## src/rtl/rlcap_pkg.sv

```systemverilog
package rlcap_pkg;
  typedef struct packed {
    logic rewind;
    logic advance;
    logic shift;
    logic capture;
  } ctrlStrobes_t;
endpackage

```

## src/rtl/rl_run_decoder.sv

```systemverilog
module rl_run_decoder #(
  parameter int ENTRIES = 4,
  parameter int VAL_W   = 2,
  parameter int RUN_W   = 4
) (
  input  logic                             clk,
  input  logic                             rstN,
  input  logic                             rewind,
  input  logic                             advance,
  input  logic [ENTRIES*(VAL_W+RUN_W)-1:0] runTable,
  output logic [VAL_W-1:0]                 curVal
);
  localparam int ENT_W  = VAL_W + RUN_W;
  localparam int ADDR_W = (ENTRIES > 1) ? $clog2(ENTRIES) : 1;

  logic [ADDR_W-1:0] addr, nextAddr;
  logic [RUN_W-1:0]  remain;

  function automatic logic [RUN_W-1:0] runOf(input logic [ADDR_W-1:0] idx);
    return runTable[idx*ENT_W +: RUN_W];
  endfunction

  assign nextAddr = (addr == ADDR_W'(ENTRIES - 1)) ? '0 : addr + 1'b1;
  assign curVal   = runTable[addr*ENT_W + RUN_W +: VAL_W];

  always_ff @(posedge clk) begin
    if (!rstN || rewind) begin
      addr   <= '0;
      remain <= runOf('0);
    end else if (advance) begin
      if (remain == '0) begin
        addr   <= nextAddr;
        remain <= runOf(nextAddr);
      end else begin
        remain <= remain - 1'b1;
      end
    end
  end

  // entry pointer moves only on an advance or a rewind
  a_r2_addr_hold: assert property (@(posedge clk) disable iff (!rstN)
    (!advance && !rewind) |=> $stable(addr));
  // pointer never leaves the table
  a_r2_addr_range: assert property (@(posedge clk) disable iff (!rstN)
    addr <= ADDR_W'(ENTRIES - 1));
  // a rewind lands on entry 0
  a_r8_rewind_zero: assert property (@(posedge clk) disable iff (!rstN)
    rewind |=> (addr == '0));
endmodule

```

## src/rtl/rl_capture_fsm.sv

```systemverilog
module rl_capture_fsm
  import rlcap_pkg::*;
#(
  parameter int SKIP_W = 4
) (
  input  logic              clk,
  input  logic              rstN,
  input  logic              startSeg,
  input  logic              nextSeg,
  input  logic              rewindReq,
  input  logic              shiftEn,
  input  logic [SKIP_W-1:0] skipVal,
  output ctrlStrobes_t      strobes,
  output logic              capture
);
  logic              busy;
  logic [SKIP_W-1:0] cnt;
  logic              startOk;

  assign startOk = startSeg && !busy;
  assign capture = busy && (cnt == '0);

  always_comb begin
    strobes.rewind  = rewindReq && !busy;
    strobes.advance = nextSeg && !busy && !rewindReq;
    strobes.shift   = shiftEn && !busy;
    strobes.capture = capture;
  end

  always_ff @(posedge clk) begin
    if (!rstN) begin
      busy <= 1'b0;
      cnt  <= '0;
    end else if (startOk) begin
      busy <= 1'b1;
      cnt  <= skipVal;
    end else if (busy) begin
      if (cnt == '0) busy <= 1'b0;
      else           cnt  <= cnt - 1'b1;
    end
  end

  // capture is a single-cycle strobe
  a_r3_single_pulse: assert property (@(posedge clk) disable iff (!rstN)
    capture |=> !capture);
  // zero skip captures right after the wake-up edge
  a_r3_zero_skip: assert property (@(posedge clk) disable iff (!rstN)
    (startOk && skipVal == '0) |=> capture);
  // nonzero skip does not capture immediately
  a_r3_nonzero_wait: assert property (@(posedge clk) disable iff (!rstN)
    (startOk && skipVal != '0) |=> !capture);
  // a running test stays running until its capture
  a_r7_busy_until_capture: assert property (@(posedge clk) disable iff (!rstN)
    (busy && !capture) |=> busy);
endmodule

```

## src/rtl/rl_capture_dp.sv

```systemverilog
module rl_capture_dp
  import rlcap_pkg::*;
#(
  parameter int NUM_OBS    = 4,
  parameter int SEL_W      = 2,
  parameter int SKIP_W     = 4,
  parameter int RUN_W      = 4,
  parameter int OP_ENTRIES = 4,
  parameter int C_ENTRIES  = 4,
  parameter logic [OP_ENTRIES*(SEL_W+RUN_W)-1:0] OP_TABLE  = '0,
  parameter logic [C_ENTRIES*(SKIP_W+RUN_W)-1:0] C_DEFAULT = '0
) (
  input  logic               clk,
  input  logic               rstN,
  input  ctrlStrobes_t       strobes,
  input  logic               shiftBit,
  input  logic [NUM_OBS-1:0] obsIn,
  output logic [SEL_W-1:0]   opSel,
  output logic [SKIP_W-1:0]  skipVal,
  output logic               testResult
);
  localparam int C_BITS = C_ENTRIES * (SKIP_W + RUN_W);

  logic [C_BITS-1:0] cTable;

  always_ff @(posedge clk) begin
    if (!rstN)              cTable <= C_DEFAULT;
    else if (strobes.shift) cTable <= {cTable[C_BITS-2:0], shiftBit};
  end

  rl_run_decoder #(.ENTRIES(OP_ENTRIES), .VAL_W(SEL_W), .RUN_W(RUN_W)) u_opDec (
    .clk(clk), .rstN(rstN), .rewind(strobes.rewind), .advance(strobes.advance),
    .runTable(OP_TABLE), .curVal(opSel)
  );

  rl_run_decoder #(.ENTRIES(C_ENTRIES), .VAL_W(SKIP_W), .RUN_W(RUN_W)) u_skipDec (
    .clk(clk), .rstN(rstN), .rewind(strobes.rewind), .advance(strobes.advance),
    .runTable(cTable), .curVal(skipVal)
  );

  always_ff @(posedge clk) begin
    if (!rstN)                testResult <= 1'b0;
    else if (strobes.capture) testResult <= obsIn[opSel];
  end

  // timing table changes only through an accepted shift
  a_r6_table_hold: assert property (@(posedge clk) disable iff (!rstN)
    !strobes.shift |=> $stable(cTable));
  // result flop is closed while capture is low
  a_r4_result_hold: assert property (@(posedge clk) disable iff (!rstN)
    !strobes.capture |=> $stable(testResult));
endmodule

```

## src/rtl/rl_capture_ctrl.sv

```systemverilog
module rl_capture_ctrl
  import rlcap_pkg::*;
#(
  parameter int NUM_OBS    = 4,
  parameter int NUM_SEG    = 16,
  parameter int SKIP_W     = 4,
  parameter int OP_ENTRIES = 4,
  parameter int C_ENTRIES  = 4,
  parameter logic [OP_ENTRIES*($clog2(NUM_OBS)+$clog2(NUM_SEG))-1:0] OP_TABLE =
    24'b010001_110011_000000_100010,
  parameter logic [C_ENTRIES*(SKIP_W+$clog2(NUM_SEG))-1:0] C_DEFAULT = 32'h1352_0031
) (
  input  logic                        clk,
  input  logic                        rstN,
  input  logic                        startSeg,
  input  logic                        nextSeg,
  input  logic                        rewindReq,
  input  logic                        shiftEn,
  input  logic                        shiftBit,
  input  logic [NUM_OBS-1:0]          obsIn,
  output logic [$clog2(NUM_OBS)-1:0]  opSel,
  output logic                        capture,
  output logic                        testResult
);
  localparam int SEL_W = $clog2(NUM_OBS);
  localparam int RUN_W = $clog2(NUM_SEG);

  ctrlStrobes_t      strobes;
  logic [SKIP_W-1:0] skipVal;

  rl_capture_fsm #(.SKIP_W(SKIP_W)) u_fsm (
    .clk(clk), .rstN(rstN), .startSeg(startSeg), .nextSeg(nextSeg),
    .rewindReq(rewindReq), .shiftEn(shiftEn), .skipVal(skipVal),
    .strobes(strobes), .capture(capture)
  );

  rl_capture_dp #(
    .NUM_OBS(NUM_OBS), .SEL_W(SEL_W), .SKIP_W(SKIP_W), .RUN_W(RUN_W),
    .OP_ENTRIES(OP_ENTRIES), .C_ENTRIES(C_ENTRIES),
    .OP_TABLE(OP_TABLE), .C_DEFAULT(C_DEFAULT)
  ) u_dp (
    .clk(clk), .rstN(rstN), .strobes(strobes), .shiftBit(shiftBit),
    .obsIn(obsIn), .opSel(opSel), .skipVal(skipVal), .testResult(testResult)
  );
endmodule

```

## config.mk

```make
export PLATFORM = sky130hd
export DESIGN_NAME = rl_capture_ctrl
export DESIGN_NICKNAME = d
export VERILOG_FILES = /design/src/rtl/rlcap_pkg.sv /design/src/rtl/rl_run_decoder.sv /design/src/rtl/rl_capture_fsm.sv /design/src/rtl/rl_capture_dp.sv /design/src/rtl/rl_capture_ctrl.sv
export SDC_FILE = /design/constraint.sdc
export NUM_CORES = 1
export LEC_CHECK = 0
export BUFFER_PORTS_ARGS = -buffer_cell sky130_fd_sc_hd__buf_2
export CAP_MARGIN = 20
export CORE_MARGIN = 2
export CORE_UTILIZATION = 45
export DETAILED_ROUTE_END_ITERATION = 8
export GPL_ROUTABILITY_DRIVEN = 0
export GPL_TIMING_DRIVEN = 1
export PLACE_DENSITY = 0.73
export RECOVER_POWER = 25
export SLEW_MARGIN = 5
export SYNTH_ARGS = -nofsm -noshare
export SYNTH_HDL_FRONTEND = slang
export SYNTH_SLANG_ARGS = --single-unit
```

## constraint.sdc

```tcl
create_clock -name clk -period 4.29 [get_ports clk]
set_input_delay 0.2145 -clock clk [delete_from_list [all_inputs] [get_ports clk]]
set_output_delay 0.2145 -clock clk [all_outputs]
set_load 0.01 [all_outputs]
```

==> results.md, run 1 <==
- Status: finished, final reports clean
- Clock Root Buffer: clkbuf_8
- H-tree levels: 2
- CP max-delay cell: mux4_1
- Worst skew pair latency: 0.30 ns
- Seq pwr share: 56.0%
- Simple-gate share of the synthesized area: 24.0%
- Yosys top cell by area: dfxtp_1
- Tmin final: 1.96 ns
- CTS Hold Bufs: 0
- Synth area leaders: dfxtp_1 39%, nand2_1 13%, mux4_1 7.8%
- Critical Path Start Type: flop
- CTS sink cnt: 50
- Post-route ant nets: 0
- Post-CTS Resized: 0
- CP Buf/Inv Count: 0
- Distinct cells, synth: 35
- Post-Synth XOR/XNOR Area: 0.370%
- DRT Pass-1 Iters: 4
- Synth top area share: 38.9%
- CTS tree: built
- Unrepaired setup endpoints after global routing: no
- Gate Count Post-Synth: 274
- Top Ports: 15
- DRT Wirelength: 4.65 mm
- Vias in the first global route: 1743
- # DRC: 0
- Initial detailed-routing violation count: 76
- Share of layout cells above drive strength 1: 10.2%
- Pwr dens: 371 mW/mm²
- Post-Place Cells: 345
- Largest family of logic cells by synthesized area: simple AND/OR/NAND/NOR gates
- Power Internal: 0.000689 W
- Avg Inst Size Synth: 8.65 µm²
- Adder-Cell Fraction of Synth Area: 4.22%
- Width of the die: 76.6 µm
- Core area: 0.00511 mm²
- Comb power frac: 13.8%
- Fin. max-slew vios: 0
- Area growth syn-to-layout: 7.97%
- Crit path largest cell delay: 0.59 ns
- TNS Setup: 0 ns
- Die area: 0.00586 mm²
- Worst Tran Pin Value: 1.01 ns
- Sequential element share of the synthesized area: 43.9%
- Wire per inst: 13.2 µm
- # Post-CTS Setup Buffers: 0
- Hold Crit Class: in2reg
- ANT cells: 0
- Compound-Gate Fraction of Synth Area: 12.1%
- Fmax: 511 MHz
- Max cap viols: 0
- Psw: 0.000261 W
- CP delay by family, top: multiplexers
- Floorplan row count: 26
- Max FO, Critical Path: 7
- Syn nets: 293
- Routed vias: 1860
- Max-slew headroom: 32.6%
- Clk pwr share: 30.1%
- Max IR drop VDD: 0.000163 V
- Synthesized cell area: 0.00237 mm²
- Antenna violations before repair: 0
- #FFs+latches synth: 50
- Tot GR Track Use: 17.0%
- Post-DP HPWL: 3.40 mm
- Clock Skew: 0.00898 ns
- Worst EP arrival: 2.00 ns
- Crit-path cells: ha_1 > mux4_1 > o21ai_0 > a31oi_1
- Final hold violations: 0
- CP endpoint kind: flop
- Clk buf depth: 2
- First-pass GRT wire length: 8.04 mm
- Fin crit share: 45.7%
- Largest net degree at the start of global routing: 33
- Vias/cell: 5.27
- Cell Count, Final, Fillers Out: 353
- Final setup viols: 0
- Nets@finish: 301
- IO buf count: 14
- Pleak: 0.986 nW
- CP Class: reg2reg
- Register clock-pin slew on the reported worst setup and hold paths: 0.09 ns
- Die H: 76.6 µm
- Initial Util: 46.4%
- Mux cell area share after synthesis: 11.0%
- GRT overflow: 0
- Num CTS Buffers: 5
- Sw Ratio: 27.5%
- Synthesis warning total: 0
- Req. time, crit path: 4.33 ns
[per-stage QoR]
step	utilization, %	setup WS, ns	hold WS, ns	power, W	area [µm²]
floorplan	-	2.50	0.326	0.000638	2370
global placement	48.3	2.42	0.424	0.000669	2470
detailed placement	48.6	2.35	0.429	0.000676	2480
CTS	50.6	2.33	0.106	0.000963	2580
global route	50.1	2.07	0.107	0.00100	2560
finish	50.1	2.33	0.118	0.000949	2560
[power by group through the flow]
stage               Sequential (W)  Combinational, W  Clock (W)
global route              0.000537          0.000150   0.000314
global placement          0.000542          0.000127          0
floorplan                 0.000531          0.000106          0
finish                    0.000532          0.000131   0.000286
detailed placement        0.000544          0.000132          0
CTS                       0.000533          0.000133   0.000297
[routing by layer]
layer / vias up / GRT usage (%) / routed length, µm
li1: 954 / - / -
met1: 870 / 21.8 / 2200
met2: 28 / 28.0 / 2190
met3: 8 / 3.91 / 181
met4: 0 / 6.18 / 78
met5: - / 0 / 0
[path summary, 6_finish.rpt]
path | from | endpoint | slack, ns | depth (start not counted)
hold reg to reg | u_dp.testResult | u_dp.testResult | 0.46 | 2
setup reg to reg | u_dp.u_skipDec.addr[0] | u_dp.u_skipDec.remain[2] | 2.33 | 4
hold / removal | shiftBit | u_dp.cTable[0] | 0.12 | 3
setup / recovery | u_dp.u_skipDec.addr[0] | u_dp.u_skipDec.remain[2] | 2.33 | 4
[sequential cells by signal (all words and copies together) (netlist names)]
signal / count
u_dp.cTable: 32
u_fsm.busy: 1
u_dp.u_skipDec.remain: 4
u_fsm.cnt: 4
u_dp.u_opDec.remain: 4
u_dp.u_opDec.addr: 2
u_dp.testResult: 1
u_dp.u_skipDec.addr: 2
[cell families (layout without fill, tap and decap cells)]
family	count (synthesis)	in the layout
buffers and inverters	25	34
xor gates and xnor gates	1	1
adders and majority gates	8	8
DFF	50	50
AOI/OAI and AO/OA	53	53
and+or+nand+nor	125	125
muxes	12	12
[layout by cell type, fill, tap and decap left out, types with 3 or more instances in the layout]
cell type  instances
a31oi_1            7
ha_1               8
buf_2             11
nor3_1             3
a21oi_1           35
clkbuf_8           6
nor2_1            13
edfxtp_1           4
inv_1             10
dfxtp_1           46
clkbuf_1           3
mux4_1             7
o21ai_0            6
nand2_1           81
nand3_1           14
[tightest hold or removal path: cells and delay by family]
family	cells	cell delay (ns)
buffers and inverters	1	0.07
and+or+nand+nor	2	0.10
[synthesized netlist by cell type, drive strengths merged]
library cell and instances:
nor2 14, or3b 1, nor2b 3, dfxtp 46, ha 8, a21o 1
nor4 1, a21oi 36, edfxtp 4, or4b 1, mux2 1, xnor2 1
o211ai 2, buf 6, nand2b 1, or3 1, nor3b 3, inv 11
mux4 9, nand4b 1, a211oi 1, nor3 3, a31oi 7, nand3 14
nand2 81, clkbuf 8, o21ai 6, mux2i 2, or2 1
[layout make-up]
type | count | area, µm²
well taps | 70 | 87.6
multi-input cells | 199 | 1210
inverters | 11 | 41.3
clock buffers | 6 | 82.6
fillers | 465 | 2550
repair buffers | 15 | 81.3
flip-flops and latches | 50 | 1040
clock inverters | 2 | 17.5
Note: power is estimated with default switching activity, not from simulation.
==> run 2, diff against run 1 <==
- PLACE_DENSITY: 0.73 -> 0.75
- clock period: 4.29 -> 1.8 ns (I/O delays scaled with it)
==> run 2 against run 1 <==
  * Final cell count up 2.5%
  * Die area unchanged
  * Non-clock buffer count up 9
  * Routed wire length up 5.7%
  * Design area up 4.4%
  * Combinational power rose to 2.5 times the previous value
  * Clock skew up 0.0013 ns
  * Global-route usage up 1.1 points
  * Critical path depth up 1
  * Register-to-register slack worse by 2.3 ns
  * First-iteration DRC count up 42%
  * Critical endpoint is now u_dp.u_skipDec.remain[0]
==> results.md, run 2 (same netlist as run 1, synthesis figures left out) <==
- Status: finished, final reports clean
- Placed cell area: 0.00255 mm²
- Comb power frac: 13.6%
- Fin. max-slew vios: 0
- Final hold violations: 0
- R2R depth: 5
- Final setup viols: 0
- CP max-delay cell: mux4_2
- Post-route ant nets: 0
- DRT Pass-1 Iters: 4
- Clk buf depth: 2
- GRT overflow: 0
- Pwr dens: 913 mW/mm²
- GR Util met1: 24.4%
- Clock Skew: 0.0103 ns
- Register clock-pin slew on the reported worst setup and hold paths: 0.10 ns
- Final instance area: 0.00267 mm²
- Routed vias: 1952
- Hold path cells: 2
- ANT cells: 0
- DRT Wirelength: 4.91 mm
- Num CTS Buffers: 5
- Max cap viols: 0
- Worst EP arrival: 1.79 ns
- Area growth syn-to-layout: 12.8%
- Most frequent cells in the layout: 81 x nand2_1, 46 x dfxtp_1, 35 x a21oi_1
- Vias in the first global route: 1725
- # DRC: 0
- H-tree levels: 2
- Antenna violations before repair: 0
- Top Ports: 15
- Fmax: 581 MHz
- Crit path largest cell delay: 0.53 ns
- WP depth: 5
- Crit-path cells: ha_4 > nor2_4 > mux4_2 > a21oi_1 > a21oi_1
- Power Internal: 0.00179 W
- CTS tree: built
- Met3 Use GR: 4.03%
- Tot GR Track Use: 18.0%
- Fillers: 475
- Req. time, crit path: 1.87 ns
- IO buf count: 14
- Vias/cell: 5.39
- Most common cell after layout, fill and taps aside: nand2_1
- Tmin final: 1.72 ns
- Final Util: 52.3%
- Die H: 76.6 µm
- Pleak: 1.04 nW
- Seq pwr share: 52.1%
- First-pass GRT wire length: 8.49 mm
- Worst Tran Pin Value: 0.457 ns
- Die area: 0.00586 mm²
- CTS sink cnt: 50
- Max reg flops: 32
- Cell repeated most along the worst path: a21oi_1
- Max-slew headroom: 69.5%
- Gr busiest metal: met2
- CP endpoint kind: flop
- Initial Util: 46.4%
- Wire per inst: 13.6 µm
- Met2 usage: 28.9%
- Initial detailed-routing violation count: 108
- Share of layout cells above drive strength 1: 13.7%
- Clk pwr share: 34.4%
- Max IR drop VDD: 0.000377 V
- Floorplan row count: 26
- # Post-CTS Setup Buffers: 0
- Width of the die: 76.6 µm
- TNS Setup: 0 ns
- Critical Path Start Type: flop
- Hold Crit Class: in2reg
- Sw Ratio: 26.5%
- Post-DP HPWL: 3.41 mm
- Fin crit share: 95.6%
- Psw: 0.000647 W
- Largest net degree at the start of global routing: 33
- Core area: 0.00511 mm²
- Max FO, Critical Path: 5
- Hold Slack: 0.0514 ns
- Clock Root Buffer: clkbuf_8
- Worst skew pair latency: 0.31 ns
- Nets@finish: 310
- CP delay by family, top: multiplexers
- Top reg by flops: u_dp.cTable
- CP Buf/Inv Count: 0
- Min setup slack post-route: 0.0788 ns
- Post-Place Setup Slack: 0.00481 ns
- CP Class: reg2reg
==> run 2: cell type report <==
class / instances / area, µm² / share of cell area (%)
clock buffer: 6 / 82.6 / 3.09
clock inverter: 2 / 38.8 / 1.45
inverter: 11 / 41.3 / 1.54
multi-input combinational: 199 / 1240 / 46.4
sequential: 50 / 1040 / 39.0
tap: 70 / 87.6 / 3.28
timing repair buffer: 24 / 141 / 5.29
==> run 2: power groups by stage <==
stage               Combinational [W]  Clock (W)  Sequential (W)
floorplan                    0.000254          0         0.00127
global placement             0.000326          0         0.00129
detailed placement           0.000333          0         0.00129
CTS                          0.000340   0.000857         0.00127
global route                 0.000380   0.000902         0.00128
finish                       0.000331   0.000838         0.00127
==> run 2: path summary, 6_finish.rpt <==
check	from	endpoint	slack (ns)
worst max register to register	u_dp.u_skipDec.addr[1]	u_dp.u_skipDec.remain[0]	0.08
worst min register to register	u_dp.testResult	u_dp.testResult	0.46
worst min-delay path	startSeg	u_fsm.cnt[2]	0.05
worst max-delay path	u_dp.u_skipDec.addr[1]	u_dp.u_skipDec.remain[0]	0.08
==> run 2: through the flow <==
stage	cells	power (W)
after floorplan	274	0.00152
after global placement	353	0.00162
after detailed placement	353	0.00163
after CTS	362	0.00247
after global routing	362	0.00256
final	362	0.00244
==> run 2: metal layers <==
| metal | up-vias | wire length (µm) |
|---|---|---|
| met1 | 934 | 2340 |
| li1 | 978 | - |
| met4 | 0 | 63 |
| met2 | 33 | 2330 |
| met5 | - | 0 |
| met3 | 7 | 184 |
==> run 2: repair_timing <==
action,in CTS,in global routing
endpoints found under the hold margin,1,0
pin swaps,0,1
hold buffers,1,0
resized for setup,1,2
endpoints found under the setup margin,1,2
